--- config.mk ---
export PLATFORM = sky130hd
export DESIGN_NAME = isp_cmd_front
export DESIGN_NICKNAME = d
export VERILOG_FILES = /design/src/rtl/isp_pkg.sv /design/src/rtl/isp_sck_sync.sv /design/src/rtl/isp_frame.sv /design/src/rtl/isp_decode.sv /design/src/rtl/isp_cmd_front.sv
export SDC_FILE = /design/constraint.sdc
export NUM_CORES = 1
export LEC_CHECK = 0
export ABC_AREA = 0
export BUFFER_PORTS_ARGS = -buffer_cell sky130_fd_sc_hd__buf_2
export CAP_MARGIN = 20
export CORE_UTILIZATION = 55
export CTS_CLUSTER_DIAMETER = 200
export CTS_CLUSTER_SIZE = 40
export DETAILED_ROUTE_END_ITERATION = 8
export PLACE_DENSITY_LB_ADDON = 0.05
export REMOVE_ABC_BUFFERS = 1
export SETUP_SLACK_MARGIN = 0.02
export SKIP_LAST_GASP = 1
export SYNTH_ARGS = -nofsm -noshare
export SYNTH_HDL_FRONTEND = slang
export SYNTH_SLANG_ARGS = --single-unit
--- constraint.sdc ---
create_clock -name clk_i -period 3.1 [get_ports clk_i]
set_clock_uncertainty 0.1 [all_clocks]
set_input_delay 0.62 -clock clk_i [delete_from_list [all_inputs] [get_ports clk_i]]
set_output_delay 0.62 -clock clk_i [all_outputs]
set_load 0.01 [all_outputs]
--- src/rtl/isp_pkg.sv ---
package isp_pkg;
  localparam int ADDR_W = 16;
  localparam int BYTE_W = 8;

  typedef enum logic [3:0] {
    K_NONE     = 4'd0,
    K_PROG_RD  = 4'd1,
    K_PAGE_LD  = 4'd2,
    K_PAGE_WR  = 4'd3,
    K_EE_RD    = 4'd4,
    K_EE_WR    = 4'd5,
    K_ERASE    = 4'd6,
    K_FUSE_RD  = 4'd7,
    K_FUSE_WR  = 4'd8,
    K_FUSEH_RD = 4'd9,
    K_FUSEH_WR = 4'd10,
    K_LOCK_RD  = 4'd11,
    K_LOCK_WR  = 4'd12,
    K_SIG_RD   = 4'd13,
    K_CAL_RD   = 4'd14
  } req_kind_e;
endpackage

--- src/rtl/isp_sck_sync.sv ---
module isp_sck_sync #(
  parameter int STAGES = 2
) (
  input  logic clk_i,
  input  logic rst_ni,
  input  logic sck_i,
  input  logic mosi_i,
  output logic rise_o,
  output logic fall_o,
  output logic mosi_o
);
  logic [STAGES:0]   sck_q;
  logic [STAGES-1:0] mosi_q;

  always_ff @(posedge clk_i or negedge rst_ni) begin
    if (!rst_ni) begin
      sck_q  <= '0;
      mosi_q <= '0;
    end else begin
      sck_q  <= {sck_q[STAGES-1:0], sck_i};
      mosi_q <= {mosi_q[STAGES-2:0], mosi_i};
    end
  end

  // mosi_q[STAGES-1] is aligned with sck_q[STAGES-1]
  assign rise_o = sck_q[STAGES-1] & ~sck_q[STAGES];
  assign fall_o = ~sck_q[STAGES-1] & sck_q[STAGES];
  assign mosi_o = mosi_q[STAGES-1];
endmodule

--- src/rtl/isp_frame.sv ---
module isp_frame import isp_pkg::*; #(
  parameter int BYTES = 4
) (
  input  logic                          clk_i,
  input  logic                          rst_ni,
  input  logic                          clear_i,
  input  logic                          rise_i,
  input  logic                          fall_i,
  input  logic                          mosi_i,
  input  logic [BYTE_W-1:0]             resp_i,
  output logic [BYTES-1:0][BYTE_W-1:0]  bytes_o,
  output logic [$clog2(BYTES)-1:0]      byte_idx_o,
  output logic                          rd_point_o,
  output logic                          frame_done_o,
  output logic                          miso_o
);
  localparam int CW = $clog2(BYTE_W);
  localparam int IW = $clog2(BYTES);

  logic [CW-1:0]     bit_cnt;
  logic [BYTE_W-1:0] rx_q, tx_q;
  logic [BYTE_W-1:0] rx_nxt;

  assign rx_nxt = {rx_q[BYTE_W-2:0], mosi_i};

  always_ff @(posedge clk_i or negedge rst_ni) begin
    if (!rst_ni) begin
      bit_cnt <= '0; byte_idx_o <= '0; rx_q <= '0; tx_q <= '0;
      bytes_o <= '0; rd_point_o <= 1'b0; frame_done_o <= 1'b0; miso_o <= 1'b0;
    end else if (clear_i) begin
      bit_cnt <= '0; byte_idx_o <= '0; rx_q <= '0; tx_q <= '0;
      rd_point_o <= 1'b0; frame_done_o <= 1'b0; miso_o <= 1'b0;
    end else begin
      rd_point_o   <= 1'b0;
      frame_done_o <= 1'b0;
      if (rise_i) begin
        rx_q    <= rx_nxt;
        bit_cnt <= bit_cnt + 1'b1;
        if (bit_cnt == CW'(BYTE_W - 1)) begin
          bytes_o[byte_idx_o] <= rx_nxt;
          byte_idx_o          <= byte_idx_o + 1'b1;
          if (byte_idx_o == IW'(BYTES - 2)) rd_point_o   <= 1'b1;
          if (byte_idx_o == IW'(BYTES - 1)) frame_done_o <= 1'b1;
        end
      end
      if (fall_i) begin
        if (bit_cnt == '0) begin
          miso_o <= resp_i[BYTE_W-1];
          tx_q   <= {resp_i[BYTE_W-2:0], 1'b0};
        end else begin
          miso_o <= tx_q[BYTE_W-1];
          tx_q   <= {tx_q[BYTE_W-2:0], 1'b0};
        end
      end
    end
  end

  a_r5_clear_counts: assert property (@(posedge clk_i) disable iff (!rst_ni)
    clear_i |=> (bit_cnt == '0) && (byte_idx_o == '0) && !miso_o);
  a_r2_miso_on_fall: assert property (@(posedge clk_i) disable iff (!rst_ni)
    (!fall_i && !clear_i) |=> $stable(miso_o));
  a_r1_frame_wraps: assert property (@(posedge clk_i) disable iff (!rst_ni)
    frame_done_o |-> (byte_idx_o == '0));
endmodule

--- src/rtl/isp_decode.sv ---
module isp_decode import isp_pkg::*; #(
  parameter int PROG_AW = 12,
  parameter int EE_AW   = 9,
  parameter int PAGE_W  = 5
) (
  input  logic [BYTE_W-1:0] op_i,
  input  logic [BYTE_W-1:0] b1_i,
  input  logic [BYTE_W-1:0] b2_i,
  input  logic [BYTE_W-1:0] b3_i,
  output req_kind_e         kind_o,
  output logic              is_rd_o,
  output logic              is_en_o,
  output logic [ADDR_W-1:0] addr_o,
  output logic              hi_o,
  output logic [BYTE_W-1:0] data_o
);
  localparam logic [ADDR_W-1:0] PROG_MASK = ADDR_W'((1 << PROG_AW) - 1);
  localparam logic [ADDR_W-1:0] EE_MASK   = ADDR_W'((1 << EE_AW) - 1);
  localparam logic [ADDR_W-1:0] PAGE_MASK = ADDR_W'((1 << PAGE_W) - 1);

  logic [ADDR_W-1:0] wide;
  assign wide = {b1_i, b2_i};

  always_comb begin
    kind_o  = K_NONE;
    is_en_o = 1'b0;
    addr_o  = '0;
    hi_o    = 1'b0;
    data_o  = '0;
    if (op_i == 8'hAC) begin
      if (b1_i == 8'h53)              is_en_o = 1'b1;
      else if (b1_i[7:5] == 3'b100)   kind_o = K_ERASE;
      else if (b1_i[7:5] == 3'b111) begin
        kind_o = K_LOCK_WR; data_o = {2'b11, b3_i[5:0]};
      end
      else if (b1_i == 8'hA0) begin kind_o = K_FUSE_WR;  data_o = b3_i; end
      else if (b1_i == 8'hA8) begin kind_o = K_FUSEH_WR; data_o = b3_i; end
    end else if (op_i == 8'h20 || op_i == 8'h28) begin
      kind_o = K_PROG_RD; hi_o = op_i[3]; addr_o = wide & PROG_MASK;
    end else if (op_i == 8'h40 || op_i == 8'h48) begin
      kind_o = K_PAGE_LD; hi_o = op_i[3]; data_o = b3_i;
      addr_o = {8'h00, b2_i} & PAGE_MASK;
    end else if (op_i == 8'h4C) begin
      kind_o = K_PAGE_WR; addr_o = wide & PROG_MASK & ~PAGE_MASK;
    end else if (op_i == 8'hA0) begin
      kind_o = K_EE_RD; addr_o = wide & EE_MASK;
    end else if (op_i == 8'hC0) begin
      kind_o = K_EE_WR; addr_o = wide & EE_MASK; data_o = b3_i;
    end else if (op_i == 8'h30) begin
      kind_o = K_SIG_RD; addr_o = {14'd0, b2_i[1:0]};
    end else if (op_i == 8'h38) begin
      kind_o = K_CAL_RD; addr_o = {14'd0, b2_i[1:0]};
    end else if (op_i == 8'h50 && b1_i == 8'h00) begin
      kind_o = K_FUSE_RD;
    end else if (op_i == 8'h58 && b1_i == 8'h00) begin
      kind_o = K_LOCK_RD;
    end else if (op_i == 8'h58 && b1_i == 8'h08) begin
      kind_o = K_FUSEH_RD;
    end
  end

  always_comb begin
    unique case (kind_o)
      K_PROG_RD, K_EE_RD, K_FUSE_RD, K_FUSEH_RD,
      K_LOCK_RD, K_SIG_RD, K_CAL_RD: is_rd_o = 1'b1;
      default:                       is_rd_o = 1'b0;
    endcase
  end
endmodule

--- src/rtl/isp_cmd_front.sv ---
module isp_cmd_front import isp_pkg::*; #(
  parameter int PROG_AW     = 12,
  parameter int EE_AW       = 9,
  parameter int PAGE_W      = 5,
  parameter int SYNC_STAGES = 2
) (
  input  logic              clk_i,
  input  logic              rst_ni,
  input  logic              prog_mode_ni,
  input  logic              sck_i,
  input  logic              mosi_i,
  output logic              miso_o,
  output logic              req_valid_o,
  output logic [3:0]        req_kind_o,
  output logic [ADDR_W-1:0] req_addr_o,
  output logic              req_hi_o,
  output logic [7:0]        req_data_o,
  input  logic              req_ready_i,
  input  logic [7:0]        rd_data_i
);
  localparam int BYTES = 4;

  logic rise, fall, mosi_s, rd_point, frame_done;
  logic [BYTES-1:0][BYTE_W-1:0] bytes;
  logic [$clog2(BYTES)-1:0]     byte_idx;
  logic [BYTE_W-1:0]            resp, rd_resp_q;
  logic                         en_q, is_rd_q;

  req_kind_e         dec_kind;
  logic              dec_rd, dec_en, dec_hi;
  logic [ADDR_W-1:0] dec_addr;
  logic [BYTE_W-1:0] dec_data;

  isp_sck_sync #(.STAGES(SYNC_STAGES)) u_sync (
    .clk_i, .rst_ni, .sck_i, .mosi_i,
    .rise_o(rise), .fall_o(fall), .mosi_o(mosi_s)
  );

  // byte 3 echoes byte 2; byte 4 carries read data
  always_comb begin
    unique case (byte_idx)
      2'd2:    resp = bytes[1];
      2'd3:    resp = rd_resp_q;
      default: resp = '0;
    endcase
  end

  isp_frame #(.BYTES(BYTES)) u_frame (
    .clk_i, .rst_ni, .clear_i(prog_mode_ni), .rise_i(rise), .fall_i(fall),
    .mosi_i(mosi_s), .resp_i(resp), .bytes_o(bytes), .byte_idx_o(byte_idx),
    .rd_point_o(rd_point), .frame_done_o(frame_done), .miso_o
  );

  isp_decode #(.PROG_AW(PROG_AW), .EE_AW(EE_AW), .PAGE_W(PAGE_W)) u_dec (
    .op_i(bytes[0]), .b1_i(bytes[1]), .b2_i(bytes[2]), .b3_i(bytes[3]),
    .kind_o(dec_kind), .is_rd_o(dec_rd), .is_en_o(dec_en),
    .addr_o(dec_addr), .hi_o(dec_hi), .data_o(dec_data)
  );

  always_ff @(posedge clk_i or negedge rst_ni) begin
    if (!rst_ni) begin
      en_q <= 1'b0; is_rd_q <= 1'b0; rd_resp_q <= '0;
      req_valid_o <= 1'b0; req_kind_o <= '0; req_addr_o <= '0;
      req_hi_o <= 1'b0; req_data_o <= '0;
    end else if (prog_mode_ni) begin
      en_q <= 1'b0; req_valid_o <= 1'b0; rd_resp_q <= '0;
    end else begin
      if (req_valid_o && req_ready_i) begin
        req_valid_o <= 1'b0;
        if (is_rd_q) rd_resp_q <= rd_data_i;
      end
      if (rd_point) begin
        rd_resp_q <= '0;
        if (en_q && dec_rd && !req_valid_o) begin
          req_valid_o <= 1'b1; is_rd_q <= 1'b1;
          req_kind_o <= dec_kind; req_addr_o <= dec_addr;
          req_hi_o <= dec_hi; req_data_o <= dec_data;
        end
      end
      if (frame_done) begin
        if (dec_en) en_q <= 1'b1;
        if (en_q && dec_kind != K_NONE && !dec_rd && !req_valid_o) begin
          req_valid_o <= 1'b1; is_rd_q <= 1'b0;
          req_kind_o <= dec_kind; req_addr_o <= dec_addr;
          req_hi_o <= dec_hi; req_data_o <= dec_data;
        end
      end
    end
  end

  a_r10_req_held: assert property (@(posedge clk_i) disable iff (!rst_ni)
    (req_valid_o && !req_ready_i && !prog_mode_ni) |=>
      (req_valid_o && $stable(req_kind_o) && $stable(req_addr_o) && $stable(req_data_o)));
  a_r4_req_needs_enable: assert property (@(posedge clk_i) disable iff (!rst_ni)
    req_valid_o |-> en_q);
  a_r5_mode_drops_state: assert property (@(posedge clk_i) disable iff (!rst_ni)
    prog_mode_ni |=> (!req_valid_o && !en_q));
endmodule

==> impl_metrics.json <==
{
  "normalized_max_slew_margin_pct": 38.9,
  "max_freq_ghz": 0.350,
  "design.die.area_um2": 8320,
  "fin_crit_sh_pct": 92.1,
  "synth_cell_types": 48,
  "first_global_vias": 2945,
  "post_synth_instance_area_um2": 4380,
  "seqCellArea_um2": 2480,
  "grt_antenna_before_repair": 0,
  "share_of_layout_cells_above_drive_strength_1_pct": 27.3,
  "seqPwrFrac_pct": 57.8,
  "synth_edf_count": 0,
  "cts_tree": "built",
  "drt-wirelength-per-cell_um": 16.8,
  "std_cell_rows": 32,
  "timing.hold.worst.class": "input port to asynchronous set/reset pin",
  "drt_first_iter_violations": 140,
  "area_growth_from_synthesis_to_layout_pct": 13.8,
  "rr_endpoint": "req_kind_o[3]",
  "ys_async_sr_fraction_pct": 100,
  "grt_util_all_layers_pct": 23.2,
  "grt_busiest_layer": "met2",
  "leak_nw": 2.65,
  "max_cap_violations": 0,
  "synth_top_cells_by_count": "dfrtp_1, nand2_1, mux2_2, nor2_1, a21oi_1",
  "pin_count_of_the_biggest_net_entering_global_routing": 54,
  "fin_nets": 455,
  "finalWirelength_um": 9060,
  "numPortBuffers": 44,
  "avgSynthCellArea_um2": 11.6,
  "slew_violations": 0,
  "timing.rr.start": "u_frame.bytes_o[1]",
  "synthesized_instance_count": 378,
  "drt_first_pass_iters": 4,
  "synth_most_common_cell": "dfrtp_1",
  "timing.reg2reg.worst_path_depth": 8,
  "cts-htree-levels": 3,
  "critPathRequiredTime_ns": 3.25,
  "worst_slew_pin_slew_ns": 0.914,
  "die_width_um": 91.2,
  "globalRouteMet1Util_pct": 31.2,
  "worstSkewPairLatency_ns": 0.37,
  "capture_point_of_the_worst_path": "req_kind_o[3]",
  "critical_path_arrival_ns": 3.01,
  "die_height_um": 91.2,
  "clockBufferDepth": 2,
  "num_ports": 45,
  "synth_seq_area_share_pct": 56.6,
  "critical_path.endpoint_type": "flop",
  "use_met2_pct": 37.3,
  "fin_crit_ns": 2.85,
  "netlist.top_cell.by_area": "dfrtp_1",
  "hold_buffers": 0,
  "status": "completed",
  "r2r_setup_slack_ns": 0.25,
  "grt.overflow.total": 0,
  "power.clock.fraction_pct": 38.6,
  "num_antenna_cells": 0,
  "grt_first_pass_wirelength_um": 14800,
  "final.hold.worst_slack_ns": 0.184,
  "critical_path.startpoint_type": "flop",
  "synth-main-ff-cell": "dfrtp_1",
  "gp_congestion": 0.868,
  "setup_viol_count_final": 0,
  "synth-seq-cells": 99,
  "final_antenna_net_count": 0,
  "swShare_pct": 24.2,
  "cts_root_buffer": "clkbuf_8",
  "yosys-top-cells-area": "dfrtp_1, mux2_2, nand2_1",
  "total_switching_power_uw": 547,
  "core-area_um2": 7730,
  "irDropWorstVdd_v": 0.000324,
  "area_occupied_by_multi_input_gates_um2": 1760,
  "num_vias": 3060,
  "design_power_total_mw": 2.26,
  "number_of_warnings_reported_in_the_yosys_synthesis_log": 0,
  "rsz_0062_raised_after_global_routing": "false",
  "worstSetupPathType": "flop to flop",
  "nFillCells": 658,
  "viasPerCell": 5.66,
  "clkTransAtPathRegs_ns": 0.10,
  "hold_violations": 0,
  "power_density_of_the_placed_cells_nw_per_um2": 454,
  "yosys.area.top_type_share_pct": 56.6,
  "groute.layer.met3.usage_pct": 5.61,
  "cts_inserted_buffers": 9,
  "floorplan.initialDensity_pct": 56.7,
  "worst_setup_path_startpoint": "u_frame.bytes_o[1]",
  "cts_num_sinks": 99,
  "drt_drc_violations_left": 0,
  "fin_setup_tns_ns": 0,
  "pwr-share-comb_pct": 3.6,
  "post-dp-hpwl_um": 6200,
  "cell_internal_pwr_mw": 1.71,
  "worst-path-max-fanout": 11
}
[flip-flops by register name, summed over array words and instances (netlist names)]
name,cells
req_kind_o,4
u_sync.sck_q,3
u_frame.rx_q,7
u_frame.rd_point_o,1
u_frame.bit_cnt,3
u_frame.frame_done_o,1
u_sync.mosi_q,2
u_frame.tx_q,7
u_frame.bytes_o,32
en_q,1
req_valid_o,1
req_data_o,8
u_frame.miso_o,1
rd_resp_q,8
u_frame.byte_idx_o,2
req_addr_o,16
is_rd_q,1
req_hi_o,1
[logic make-up after synthesis]
logic type | synth area share (%)
mux | 10.6
buf+inv | 3.43
xor+xnor | 0.600
flops | 56.6
fa+ha+maj | 2.00
compound gates | 13.9
simple gates | 12.8
[cell type report]
cell class              count  share of cell area (%)
repair buffers             60                    7.13
well taps                 102                    2.56
flip-flops and latches     99                    49.7
clock buffers              10                    2.56
clock inverters             6                    1.53
multi-input cells         247                    35.2
inverters                  17                    1.28
[placed cells by master, fill, tap and decap left out, drive strengths merged, types with 4 or more instances in the layout]
cell and n:
mux2 36, nand2 37, ha 7, nor2b 4
nor2 26, dfrtp 99, nor3 4, and3 11
a22o 15, buf 60, inv 22, o21ai 5
nand2b 7, a22oi 9, mux2i 6, a211oi 9
a21o 8, a21oi 23, clkbuf 10
[metal layers]
metal,up-vias,part of all wire [%]
met5,-,0
met4,0,1.5
met3,11,4.1
met2,78,46
met1,1504,48
li1,1467,-
[stage by stage]
step	utilization, %	instance area (um^2)	instances	setup WS (ns)
finish	64.5	4980	541	0.246
global route	64.5	4980	541	0.0804
CTS	64.1	4950	537	0.191
detailed placement	61.4	4750	521	0.240
global placement	61.4	4750	521	0.304
floorplan	-	4290	363	0.422
[repair_timing]
action                                  4_1_cts  5_1_grt
gates resized for setup                       0        1
endpoints found under the setup margin        0        1
buffers inserted                              0        4
[critical path, cell delays in order, from the launching register on]
cell and delay (ns):
dfrtp_1 0.44, or4_1 0.55, nor3_2 0.25, o2111ai_1 0.17, nand2_1 0.19, a221oi_2 0.10
o21ai_2 0.28, and2_4 0.30, mux2_2 0.35
[power by group through the flow]
| stage | sequential [mW] | combinational (mW) | clock [mW] |
|---|---|---|---|
| 2_1_floorplan | 1.33 | 0.0297 | 0 |
| 3_3_place_gp | 1.33 | 0.0820 | 0 |
| 3_5_place_dp | 1.33 | 0.0832 | 0 |
| 4_1_cts | 1.31 | 0.0836 | 0.893 |
| 5_1_grt | 1.31 | 0.0928 | 0.939 |
| 6_report | 1.31 | 0.0808 | 0.873 |
[how the worst min path moves through the flow]
stage                               to  slack, ns              from
finish                   req_addr_o[8]       0.18            rst_ni
floorplan                         en_q       0.22            rst_ni
global route        u_frame.bytes_o[7]       0.22            rst_ni
CTS                     req_addr_o[12]       0.21            rst_ni
detailed placement    u_sync.mosi_q[1]       0.24  u_sync.mosi_q[0]
global placement       u_sync.sck_q[1]       0.23   u_sync.sck_q[0]
No activity file was read; power rests on OpenSTA's default activity.
